File: config.mk
export PLATFORM = sky130hd
export DESIGN_NAME = ptern_line_codec
export DESIGN_NICKNAME = d
export VERILOG_FILES = /design/src/rtl/ptern_pkg.sv /design/src/rtl/ptern_tx.sv /design/src/rtl/ptern_rx.sv /design/src/rtl/ptern_line_codec.sv
export SDC_FILE = /design/constraint.sdc
export NUM_CORES = 1
export LEC_CHECK = 0
export ABC_AREA = 0
export BUFFER_PORTS_ARGS = -buffer_cell sky130_fd_sc_hd__buf_4
export CORE_AREA = 2 2 39 41
export CTS_CLUSTER_SIZE = 25
export DETAILED_ROUTE_END_ITERATION = 7
export DIE_AREA = 0 0 41 43
export GPL_TIMING_DRIVEN = 0
export HOLD_SLACK_MARGIN = 0.05
export PLACE_DENSITY_LB_ADDON = 0.3
export SLEW_MARGIN = 0
export SYNTH_ARGS = -nofsm -noshare
export SYNTH_HDL_FRONTEND = slang
export SYNTH_SLANG_ARGS = --single-unit
File: constraint.sdc
create_clock -name clk -period 1.2 [get_ports clk]
set_clock_uncertainty 0.1 [all_clocks]
set_input_delay 0.24 -clock clk [delete_from_list [all_inputs] [get_ports clk]]
set_output_delay 0.24 -clock clk [all_outputs]
set_load 0.01 [all_outputs]
File: src/rtl/ptern_pkg.sv
package ptern_pkg;
  typedef enum logic {POL_NEG = 1'b0, POL_POS = 1'b1} pol_t;
  localparam int CELL_W = 1;
endpackage

File: src/rtl/ptern_tx.sv
module ptern_tx
  import ptern_pkg::*;
(
  input  logic clk,
  input  logic rst_n,
  input  logic cell_stb,
  input  logic bit_vld,
  input  logic bit_val,
  input  logic force_rep,
  output logic drv_pos,
  output logic drv_neg
);
  pol_t last_q;
  logic sent_q;
  pol_t next_pol;
  logic mark;

  assign mark = bit_vld && !bit_val;

  always_comb begin
    if (!sent_q)        next_pol = POL_POS;
    else if (force_rep) next_pol = last_q;
    else                next_pol = (last_q == POL_POS) ? POL_NEG : POL_POS;
  end

  always_ff @(posedge clk) begin
    if (!rst_n) begin
      drv_pos <= 1'b0;
      drv_neg <= 1'b0;
      last_q  <= POL_NEG;
      sent_q  <= 1'b0;
    end else if (cell_stb) begin
      if (mark) begin
        drv_pos <= (next_pol == POL_POS);
        drv_neg <= (next_pol == POL_NEG);
        last_q  <= next_pol;
        sent_q  <= 1'b1;
      end else begin
        drv_pos <= 1'b0;
        drv_neg <= 1'b0;
      end
    end
  end
endmodule

File: src/rtl/ptern_rx.sv
module ptern_rx
  import ptern_pkg::*;
(
  input  logic clk,
  input  logic rst_n,
  input  logic cell_stb,
  input  logic smp_pos,
  input  logic smp_neg,
  output logic out_vld,
  output logic out_bit,
  output logic out_viol,
  output logic out_err
);
  pol_t prev_q;
  logic seen_q;
  logic single;
  logic both;
  pol_t cur_pol;

  assign single  = smp_pos ^ smp_neg;
  assign both    = smp_pos & smp_neg;
  assign cur_pol = smp_pos ? POL_POS : POL_NEG;

  always_ff @(posedge clk) begin
    if (!rst_n) begin
      out_vld  <= 1'b0;
      out_bit  <= 1'b1;
      out_viol <= 1'b0;
      out_err  <= 1'b0;
      prev_q   <= POL_NEG;
      seen_q   <= 1'b0;
    end else begin
      out_vld <= cell_stb;
      if (cell_stb) begin
        out_bit  <= !(single || both);
        out_err  <= both;
        out_viol <= single && seen_q && (cur_pol == prev_q);
        if (single) begin
          prev_q <= cur_pol;
          seen_q <= 1'b1;
        end
      end
    end
  end
endmodule

File: src/rtl/ptern_line_codec.sv
module ptern_line_codec
  import ptern_pkg::*;
(
  input  logic clk,
  input  logic rst_n,
  input  logic tx_tick,
  input  logic tx_valid,
  output logic tx_ready,
  input  logic tx_bit,
  input  logic tx_force_viol,
  output logic line_pos_o,
  output logic line_neg_o,
  input  logic rx_tick,
  input  logic rx_pos,
  input  logic rx_neg,
  output logic rx_valid,
  output logic rx_bit,
  output logic rx_viol,
  output logic rx_line_err
);
  assign tx_ready = tx_tick;

  ptern_tx u_tx (
    .clk(clk), .rst_n(rst_n), .cell_stb(tx_tick), .bit_vld(tx_valid),
    .bit_val(tx_bit), .force_rep(tx_force_viol),
    .drv_pos(line_pos_o), .drv_neg(line_neg_o)
  );

  ptern_rx u_rx (
    .clk(clk), .rst_n(rst_n), .cell_stb(rx_tick), .smp_pos(rx_pos),
    .smp_neg(rx_neg), .out_vld(rx_valid), .out_bit(rx_bit),
    .out_viol(rx_viol), .out_err(rx_line_err)
  );
endmodule

==> results of run 1 <==
==> cell usage in the layout (no fill, tap or decap), types with 2 or more instances in the layout <==
cell type / instances
ha_1: 2
inv_1: 2
nand2b_1: 2
nand3_1: 2
clkbuf_4: 3
and3b_1: 2
dfxtp_1: 10
buf_4: 15
buf_2: 2
mux2i_1: 2
nand2_1: 4
nor2b_1: 2
a21boi_0: 2
==> routing by layer <==
metal,wire [um],part of all wire
met5,0,0
met4,16,0.023
met3,69,0.099
met2,293,0.42
met1,318,0.46
==> report_power, final <==
part	leakage [nW]	switching [mW]	internal (mW)
Clock	0.0210	0.117	0.184
Sequential	0.0820	0.00768	0.348
Combinational	0.185	0.0391	0.0536
Total	0.288	0.164	0.586
==> area by class of cell <==
class,instances,area [um2]
fillers,155,801
flip-flops and latches,10,200
multi-input cells,27,196
repair buffers,14,105
clock buffers,4,36.3
well taps,16,20.0
plain buffers,3,17.5
inverters,2,7.51
==> path summary, 6_finish.rpt <==
kind / cells past startpoint / to
max: 1 / line_neg_o
min: 3 / u_tx.drv_neg
max reg2reg: 3 / u_tx.drv_pos
min reg2reg: 2 / u_rx.out_bit
==> registers in the layout, summed over array words and instances (netlist names) <==
name           flops
u_rx.out_bit       1
u_rx.out_err       1
u_rx.out_viol      1
u_rx.out_vld       1
u_rx.prev_q        1
u_rx.seen_q        1
u_tx.drv_neg       1
u_tx.drv_pos       1
u_tx.last_q        1
u_tx.sent_q        1
==> cell families after synthesis <==
group	count (synthesis)	synth area share
AND/OR/NAND/NOR	14	0.190
flip-flops	10	0.475
AO/OA/AOI/OAI	7	0.128
buffers and inverters	5	0.0594
XOR/XNOR	2	0.0416
multiplexers	2	0.0475
adder cells (fa/ha/maj)	2	0.0593
==> stage by stage <==
step | util | setup WS [ps]
2_1_floorplan | - | 204
6_report | 0.421 | 132
4_1_cts | 0.421 | 122
3_3_place_gp | 0.395 | 45.0
5_1_grt | 0.421 | 88.1
3_5_place_dp | 0.395 | 26.6
==> metrics.yaml, run 1 <==
detailed_routing:
  viasPerCell: 4.47
  wl_um: 698
  drc_errors: 0
  num_vias: 340
  ant_nets: 0
  dr.pass1.iters: 2
  drt-initial-drc-count: 1
  wire_per_inst_um: 9.18
global_route:
  met3_usage: 0.0471
  grt_pass1_vias: 258
  grt_overflow_total: 0
  use_met1: 0.110
  busiest_layer: "met2"
  grt_use_met2: 0.119
  antenna_found_initial: 0
  grt_max_degree: 11
  grt_pass1_wl_mm: 1.03
  grt_usage: 0.0906
timing:
  finalMaxSlewViolations: 0
  finalSetupViolCount: 0
  worst_pin_slew_ps: 135
  max_slew_margin: 0.907
  period_share: 0.890
  finalSetupTns_ps: 0
  fmax_ghz: 0.936
  rsz0062_at_grt: "false"
  hold-worst-slack_ps: 158
  fin_crit_ps: 1070
  hold_viol_final: 0
clock_tree:
  cts_resized: 0
  cts_sinks: 10
  clk_latency_ps: 270
  clk_pin_slew_ps: 70
  cts-root-buf: "clkbuf_4"
  cts_buffers: 3
  cts_tree: "built"
  htree_levels: 1
  holdBufCountCts: 0
  cts_max_path_buffers: 2
  cts_setup_buffers: 0
setup_path:
  startpoint_type: "flip-flop"
  r2r-start: "u_tx.last_q"
  crit_slowest_cell: "dfxtp_1"
  slowest_delay_ps: 340
  reg2reg_slack_ps: 210
  crit_path_start: "u_tx.drv_neg"
  critPathTopFamily: "flip-flops"
  path_cells: "buf_4"
  worst_setup_path_end_kind: "output pin"
  worstPathMaxFanout: 2
  cp_data_arrival_time_ps: 730
  critPathBufInv: 1
  path_class: "reg -> out"
  critical_path_required_ps: 860
flow_run:
  drv_cap: 0
synth:
  syn-num-nets: 53
  synth_ff_type: "dfxtp_1"
  yosys-top-cells-count: "dfxtp_1, nand2_1"
  yosysWarnings: 0
  synth_area_um2: 422
  synth_area_leaders: "dfxtp_1, ha_1, mux2i_1"
  synth_top_area_frac: 0.475
  ys_seq_area_frac: 0.475
  ys_types: 21
  postSynthCellCount: 42
  synth_edf_count: 0
  yosysTopAreaCell: "dfxtp_1"
  synth-seq-cells: 10
  syn_avg_cell_area_um2: 10.0
  async_flop_share: 0
  yosysMostFrequentCell: "dfxtp_1"
floorplan:
  die_h_um: 43
  die_w_um: 41
  row_count: 14
  core_um2: 1380
  initial_utilization: 0.305
  io_pins: 16
  die-area_um2: 1760
placed_design:
  placed_cell_area_um2: 547
  placed_cells: 72
  gp_congestion: 0.595
  port_buffers: 14
  dp_hpwl_um: 520
worst_hold_path:
  min_path_type: "in -> reg"
  hold_start: "tx_tick"
final_layout:
  area_growth_pct: 38.3
  final_nets: 72
  fin_area_um2: 583
  drive_gt1_frac: 0.350
  fin_cells: 76
  diodes: 0
pwr:
  p_total_uw: 750
  cellPowerDensity_nw_per_um2: 1290
  ir_drop_uv: 707
  p_leak_nw: 0.288
outcome:
  status: "complete, no violations"
No activity file was read; power rests on OpenSTA's default activity.
==> run 2: changes to the inputs <==
--- a/config.mk
+++ b/config.mk
@@ -6,7 +6,7 @@
 export NUM_CORES = 1
 export LEC_CHECK = 0
 export ABC_AREA = 0
-export BUFFER_PORTS_ARGS = -buffer_cell sky130_fd_sc_hd__buf_4
+export BUFFER_PORTS_ARGS = -buffer_cell sky130_fd_sc_hd__buf_2
 export CORE_AREA = 2 2 39 41
 export CTS_CLUSTER_SIZE = 25
 export DETAILED_ROUTE_END_ITERATION = 7
==> constraint.sdc (replaced) <==
create_clock -name clk -period 1.3 [get_ports clk]
set_clock_uncertainty 0.1 [all_clocks]
set_input_delay 0.26 -clock clk [delete_from_list [all_inputs] [get_ports clk]]
set_output_delay 0.26 -clock clk [all_outputs]
set_load 0.01 [all_outputs]
==> run 2 against run 1 <==
  * Combinational power is 19% lower
  * Global-route usage is 0.50 points higher
  * Critical endpoint unchanged
  * Utilization is 2.5 points lower
  * Routed wire length is 2.7% higher
  * Sequential share of layout area is 2.2 points higher
==> metrics.yaml, run 2 (same netlist as run 1, synthesis figures left out) <==
final_layout:
  drive_gt1_frac: 0.350  # unchanged
  diodes: 0  # unchanged
  final_nets: 72  # unchanged
  area_growth_pct: 30.0
  fillCellCount: 149  # -3.9%
  final_cell_mix: "buf_2, dfxtp_1, nand2_1, clkbuf_4"
  final_common_cell: "buf_2"
  fin_cells: 76  # unchanged
outcome:
  status: "complete, no violations"
setup_path:
  worst_setup_path_end_kind: "output pin"
  critical_path_required_ps: 940  # +80 ps
  critPathTopFamily: "flip-flops"
  critPathBufInv: 1  # unchanged
  path_cells: "buf_2"
  startpoint_type: "flip-flop"
  slowest_delay_ps: 340  # about the same
  crit_slowest_cell: "dfxtp_1"
  path_class: "reg -> out"
  cp_data_arrival_time_ps: 730  # about the same
  worstPathMaxFanout: 2  # unchanged
timing:
  fmax_ghz: 0.920
  fin_crit_ps: 1090
  rsz0062_at_grt: "false"
  hold_viol_final: 0  # unchanged
  finalSetupTns_ps: 0  # unchanged
  max_slew_margin: 0.909  # +0.00127
  worst_pin_slew_ps: 133  # -1.84 ps
  period_share: 0.836
  finalSetupViolCount: 0  # unchanged
  finalMaxSlewViolations: 0  # unchanged
pwr:
  p_leak_nw: 0.279  # -2.9%
  cellPowerDensity_nw_per_um2: 1240  # -3.8%
  ir_drop_uv: 812  # +15%
clock_tree:
  clk_latency_ps: 260  # about the same
  clk_pin_slew_ps: 60  # about the same
  holdBufCountCts: 0  # unchanged
  cts_max_path_buffers: 2  # unchanged
  cts_buffers: 3  # unchanged
  cts_tree: "built"
  cts_resized: 0  # unchanged
  cts_sinks: 10  # unchanged
  cts_setup_buffers: 0  # unchanged
  cts-root-buf: "clkbuf_4"
  htree_levels: 1  # unchanged
floorplan:
  initial_utilization: 0.305  # unchanged
  die-area_um2: 1760  # unchanged
  row_count: 14  # unchanged
  die_w_um: 41  # unchanged
  die_h_um: 43  # unchanged
  io_pins: 16  # unchanged
  core_um2: 1380  # unchanged
global_route:
  grt_pass1_wl_mm: 1.07  # +4.0%
  grt_max_degree: 11  # unchanged
  grt_usage: 0.0957  # +0.00504
  grt_overflow_total: 0  # unchanged
  antenna_found_initial: 0  # unchanged
  grt_pass1_vias: 274  # +6.2%
detailed_routing:
  viasPerCell: 4.45  # -0.59%
  drc_errors: 0  # unchanged
  num_vias: 338  # -0.59%
  ant_nets: 0  # unchanged
  wl_um: 717  # +2.7%
  dr.pass1.iters: 1  # -1
  drt-initial-drc-count: 0  # -1
  wire_per_inst_um: 9.43  # +2.7%
placed_design:
  port_buffers: 14  # unchanged
  placed_cells: 72  # unchanged
  dp_hpwl_um: 532  # +2.4%
  gp_congestion: 0.595  # about the same
worst_hold_path:
  min_path_type: "in -> reg"
flow_run:
  drv_cap: 0  # unchanged
==> run 2: cell counts in the layout (fill, tap and decap cells not counted) <==
No cell type changed its count.
==> run 2: power breakdown <==
group          internal [mW]  switching, mW
logic                 0.0392         0.0358
registers              0.321        0.00672
clock network          0.170          0.105
total                  0.530          0.148
==> run 2: metal layers <==
layer  GRT usage  routed length [um]  up-vias
li1            -                   -      177
met1       0.104                 316      146
met2       0.141                 333       15
met3      0.0785                  67        0
met4      0.0200                   0        0
met5           0                   0        -
==> run 2: metrics by stage <==
step | area, um2 | hold slack [ps] | total power [mW] | setup slack (ps) | util
floorplan | 422 | 329 | 0.382 | 284 | -
global placement | 512 | 351 | 0.410 | 96.2 | 0.370
detailed placement | 512 | 355 | 0.412 | 77.1 | 0.370
CTS | 548 | 206 | 0.697 | 192 | 0.396
global route | 548 | 221 | 0.717 | 181 | 0.396
finish | 548 | 210 | 0.678 | 213 | 0.396
==> run 2: final cells by class <==
type | count | area (um2) | area share
flip-flops and latches | 10 | 200 | 0.365
repair buffers | 14 | 70.1 | 0.128
inverters | 2 | 7.51 | 0.0137
multi-input cells | 27 | 196 | 0.358
clock buffers | 4 | 36.3 | 0.0662
well taps | 16 | 20.0 | 0.0365
plain buffers | 3 | 17.5 | 0.0320
==> run 2: worst reg2reg max path: stages (launching register included) <==
cell	delay, ps
dfxtp_1	340
xor2_1	170
nand2_1	80
a31o_1	200
==> run 2: path summary, 6_finish.rpt <==
kind	startpoint	end	slack, ps	cells after the start
worst max-delay path	u_tx.drv_neg	line_neg_o	210	1
worst min-delay path	tx_tick	u_tx.drv_neg	210	3
worst max register to register	u_tx.last_q	u_tx.drv_pos	310	3
worst min register to register	u_rx.out_viol	u_rx.out_viol	380	2
==> run 3: changes to the inputs <==
--- a/config.mk
+++ b/config.mk
@@ -5,7 +5,7 @@
 export SDC_FILE = /design/constraint.sdc
 export NUM_CORES = 1
 export LEC_CHECK = 0
-export ABC_AREA = 0
+export ABC_AREA = 1
 export BUFFER_PORTS_ARGS = -buffer_cell sky130_fd_sc_hd__buf_2
 export CORE_AREA = 2 2 39 41
 export CTS_CLUSTER_SIZE = 25
==> constraint.sdc (replaced) <==
create_clock -name clk -period 0.94 [get_ports clk]
set_clock_uncertainty 0.1 [all_clocks]
set_input_delay 0.188 -clock clk [delete_from_list [all_inputs] [get_ports clk]]
set_output_delay 0.188 -clock clk [all_outputs]
set_load 0.01 [all_outputs]
==> run 3 against run 2 <==
  * The run now ends with negative setup slack left
  * Via count grew 20%
  * Clock-buffer cell count is the same
  * Register-to-register slack lost 260 ps
  * Routed wire length grew 13%
  * Critical endpoint is now line_pos_o
==> metrics.yaml, run 3 <==
final_layout:
  fillCellCount: 138  # -7.4%
  multi_input_comb_area_um2: 199  # +1.3%
  final_common_cell: "nand2_1"
  fin_cells: 92  # +21%
  diodes: 0  # unchanged
  fin_area_um2: 634  # +16%
  area_growth_pct: 49.6
  seq_area_um2: 209  # +4.4%
  drive_gt1_frac: 0.487  # +0.137
  final_cell_mix: "nand2_1, buf_2, inv_1, dfxtp_2, a21oi_1"
  fin_util: 0.458  # +0.0624
  final_nets: 88  # +22%
clock_tree:
  clk_pin_slew_ps: 70  # about the same
  cts_tree: "built"
  holdBufCountCts: 0  # unchanged
  htree_levels: 1  # unchanged
  clk_latency_ps: 260  # about the same
  cts_max_path_buffers: 2  # unchanged
  cts_sinks: 10  # unchanged
  cts-root-buf: "clkbuf_4"
  cts_buffers: 3  # unchanged
placed_design:
  placed_cell_area_um2: 542  # +5.9%
  gp_congestion: 0.654  # +9.9%
  port_buffers: 15  # +1
  pre_cts_slack_ps: -226  # -303 ps
  dp_hpwl_um: 606  # +14%
  placed_cells: 87  # +21%
setup_path:
  critPathBufInv: 1  # unchanged
  path_class: "reg -> out"
  slowest_delay_ps: 330  # about the same
  r2r_cells: 5  # +2
  reg2reg_slack_ps: 50  # -260 ps
  cp_data_arrival_time_ps: 700  # -30 ps
  worst_setup_path_end_kind: "output pin"
  critical_path_cell_count: 1  # unchanged
  worstPathMaxFanout: 2  # unchanged
  startpoint_type: "flip-flop"
  path_cells: "buf_6"
  critical_path_required_ps: 650  # -290 ps
  critPathTopFamily: "flip-flops"
  crit_slowest_cell: "dfxtp_2"
pwr:
  ir_drop_uv: 744  # -8.4%
  p_leak_nw: 0.297  # +6.3%
  cellPowerDensity_nw_per_um2: 1540  # +24%
synth:
  ys_types: 13  # -38%
  yosysTopAreaCell: "dfxtp_1"
  yosys-top-cells-count: "nand2_1, inv_1, dfxtp_1, a21oi_1, nand3_1"
  ys_seq_area_frac: 0.472  # -0.00280
  async_flop_share: 0  # unchanged
  synth_ff_type: "dfxtp_1"
  syn_avg_cell_area_um2: 7.57  # -25%
  syn-num-nets: 67  # +26%
  synth_top_area_frac: 0.472  # -0.00280
  synth_area_leaders: "dfxtp_1, nand2_1, inv_1"
  yosysMostFrequentCell: "nand2_1"
  yosysWarnings: 0  # unchanged
  synth-seq-cells: 10  # unchanged
  synth_area_um2: 424  # +0.59%
  postSynthCellCount: 56  # +33%
  synth_edf_count: 0  # unchanged
detailed_routing:
  num_vias: 406  # +20%
  viasPerCell: 4.41  # -0.77%
  wl_um: 807  # +13%
  wire_per_inst_um: 8.77  # -7.0%
  dr.pass1.iters: 4  # +3
  drt-initial-drc-count: 1  # +1
  ant_nets: 0  # unchanged
  drc_errors: 0  # unchanged
timing:
  fin_crit_ps: 985
  max_slew_margin: 0.850  # -0.0581
  period_share: 1.05
  hold_viol_final: 0  # unchanged
  worst_pin_slew_ps: 224  # +90.8 ps
  rsz0062_at_grt: "true"
  fmax_ghz: 1.02
  setup_ws_ps: -44.8  # -258 ps
  finalSetupViolCount: 6  # +6
  finalMaxSlewViolations: 0  # unchanged
worst_hold_path:
  hold_path_depth: 2  # -1
  min_path_type: "in -> reg"
floorplan:
  die_h_um: 43  # unchanged
  row_count: 14  # unchanged
  initial_utilization: 0.307  # +0.00181
  core_um2: 1380  # unchanged
  io_pins: 16  # unchanged
  die-area_um2: 1760  # unchanged
  die_w_um: 41  # unchanged
global_route:
  grt_overflow_total: 0  # unchanged
  grt_pass1_wl_mm: 1.30  # +21%
  grt_pass1_vias: 342  # +25%
  grt_usage: 0.110  # +0.0143
  antenna_found_initial: 0  # unchanged
  grt_max_degree: 8  # -3
flow_run:
  drv_cap: 0  # unchanged
outcome:
  status: "complete, but fails checks"
  violations: "negative setup slack"
[run 3: cell types whose count changed in the layout (fill, tap and decap cells not counted), sizes merged, moves of 2 or more]
cell,delta
nand2,+10
mux2i,-2
nor2b,-2
inv,+9
a21boi,-3
and3b,-2
nor2,+4
nand2b,-2
a21oi,+7
nand3,+2
[run 3: path summary, 6_finish.rpt]
| check | start | end |
|---|---|---|
| worst min register to register | u_tx.drv_neg | u_tx.drv_neg |
| worst max-delay path | u_tx.drv_pos | line_pos_o |
| worst min-delay path | rst_n | u_rx.out_bit |
| worst max register to register | u_tx.last_q | u_tx.last_q |
[run 3: timing repair]
| action | 4_1_cts | 5_1_grt |
|---|---|---|
| pin swaps | 0 | 4 |
| gates resized for setup | 10 | 6 |
| endpoints found under the setup margin | 6 | 10 |
| buffers inserted | 1 | 0 |
[run 3: kinds of logic after synthesis]
logic type,count (synthesis),synth area share
AND/OR/NAND/NOR,22,0.218
buffers and inverters,12,0.115
flip-flops,10,0.472
AO/OA/AOI/OAI,9,0.115
adder cells (fa/ha/maj),2,0.0590
XOR/XNOR,1,0.0207
[run 3: worst reg2reg max path, delay by kind of cell, from the launching register on]
family / cells / cell delay [ps]
DFF: 1 / 370
buffers and inverters: 1 / 40
AOI/OAI and AO/OA: 1 / 60
and+or+nand+nor: 3 / 200
[run 3: where the power goes]
part | total [mW] | internal [mW] | switching [mW]
registers | 0.460 | 0.448 | 0.0122
clock network | 0.372 | 0.235 | 0.138
logic | 0.144 | 0.0708 | 0.0727
[run 3: layer usage]
layer / routed length (um) / vias to the layer above / part of all wire / global-route usage
met5: 0 / - / 0 / 0
met1: 356 / 182 / 0.44 / 0.131
met4: 0 / 0 / 0 / 0.0600
met3: 65 / 0 / 0.081 / 0.0314
li1: - / 210 / - / -
met2: 385 / 14 / 0.48 / 0.169
[run 3: area by class of cell]
| class | instances | area share |
|---|---|---|
| Timing Repair Buffer | 16 | 0.183 |
| Multi-Input combinational cell | 34 | 0.314 |
| Inverter | 11 | 0.0730 |
| Buffer | 1 | 0.0118 |
| Clock buffer | 4 | 0.0572 |
| Tap cell | 16 | 0.0316 |
| Sequential cell | 10 | 0.329 |
[run 3: stage by stage]
step | setup TNS, ps | power [mW] | hold WS, ps
after floorplan | 0 | 0.538 | 172
final | -202 | 0.976 | 58.9
after global routing | -362 | 1.04 | 58.7
after global placement | -340 | 0.587 | 312
after detailed placement | -391 | 0.591 | 320
after CTS | -256 | 0.987 | 51.4
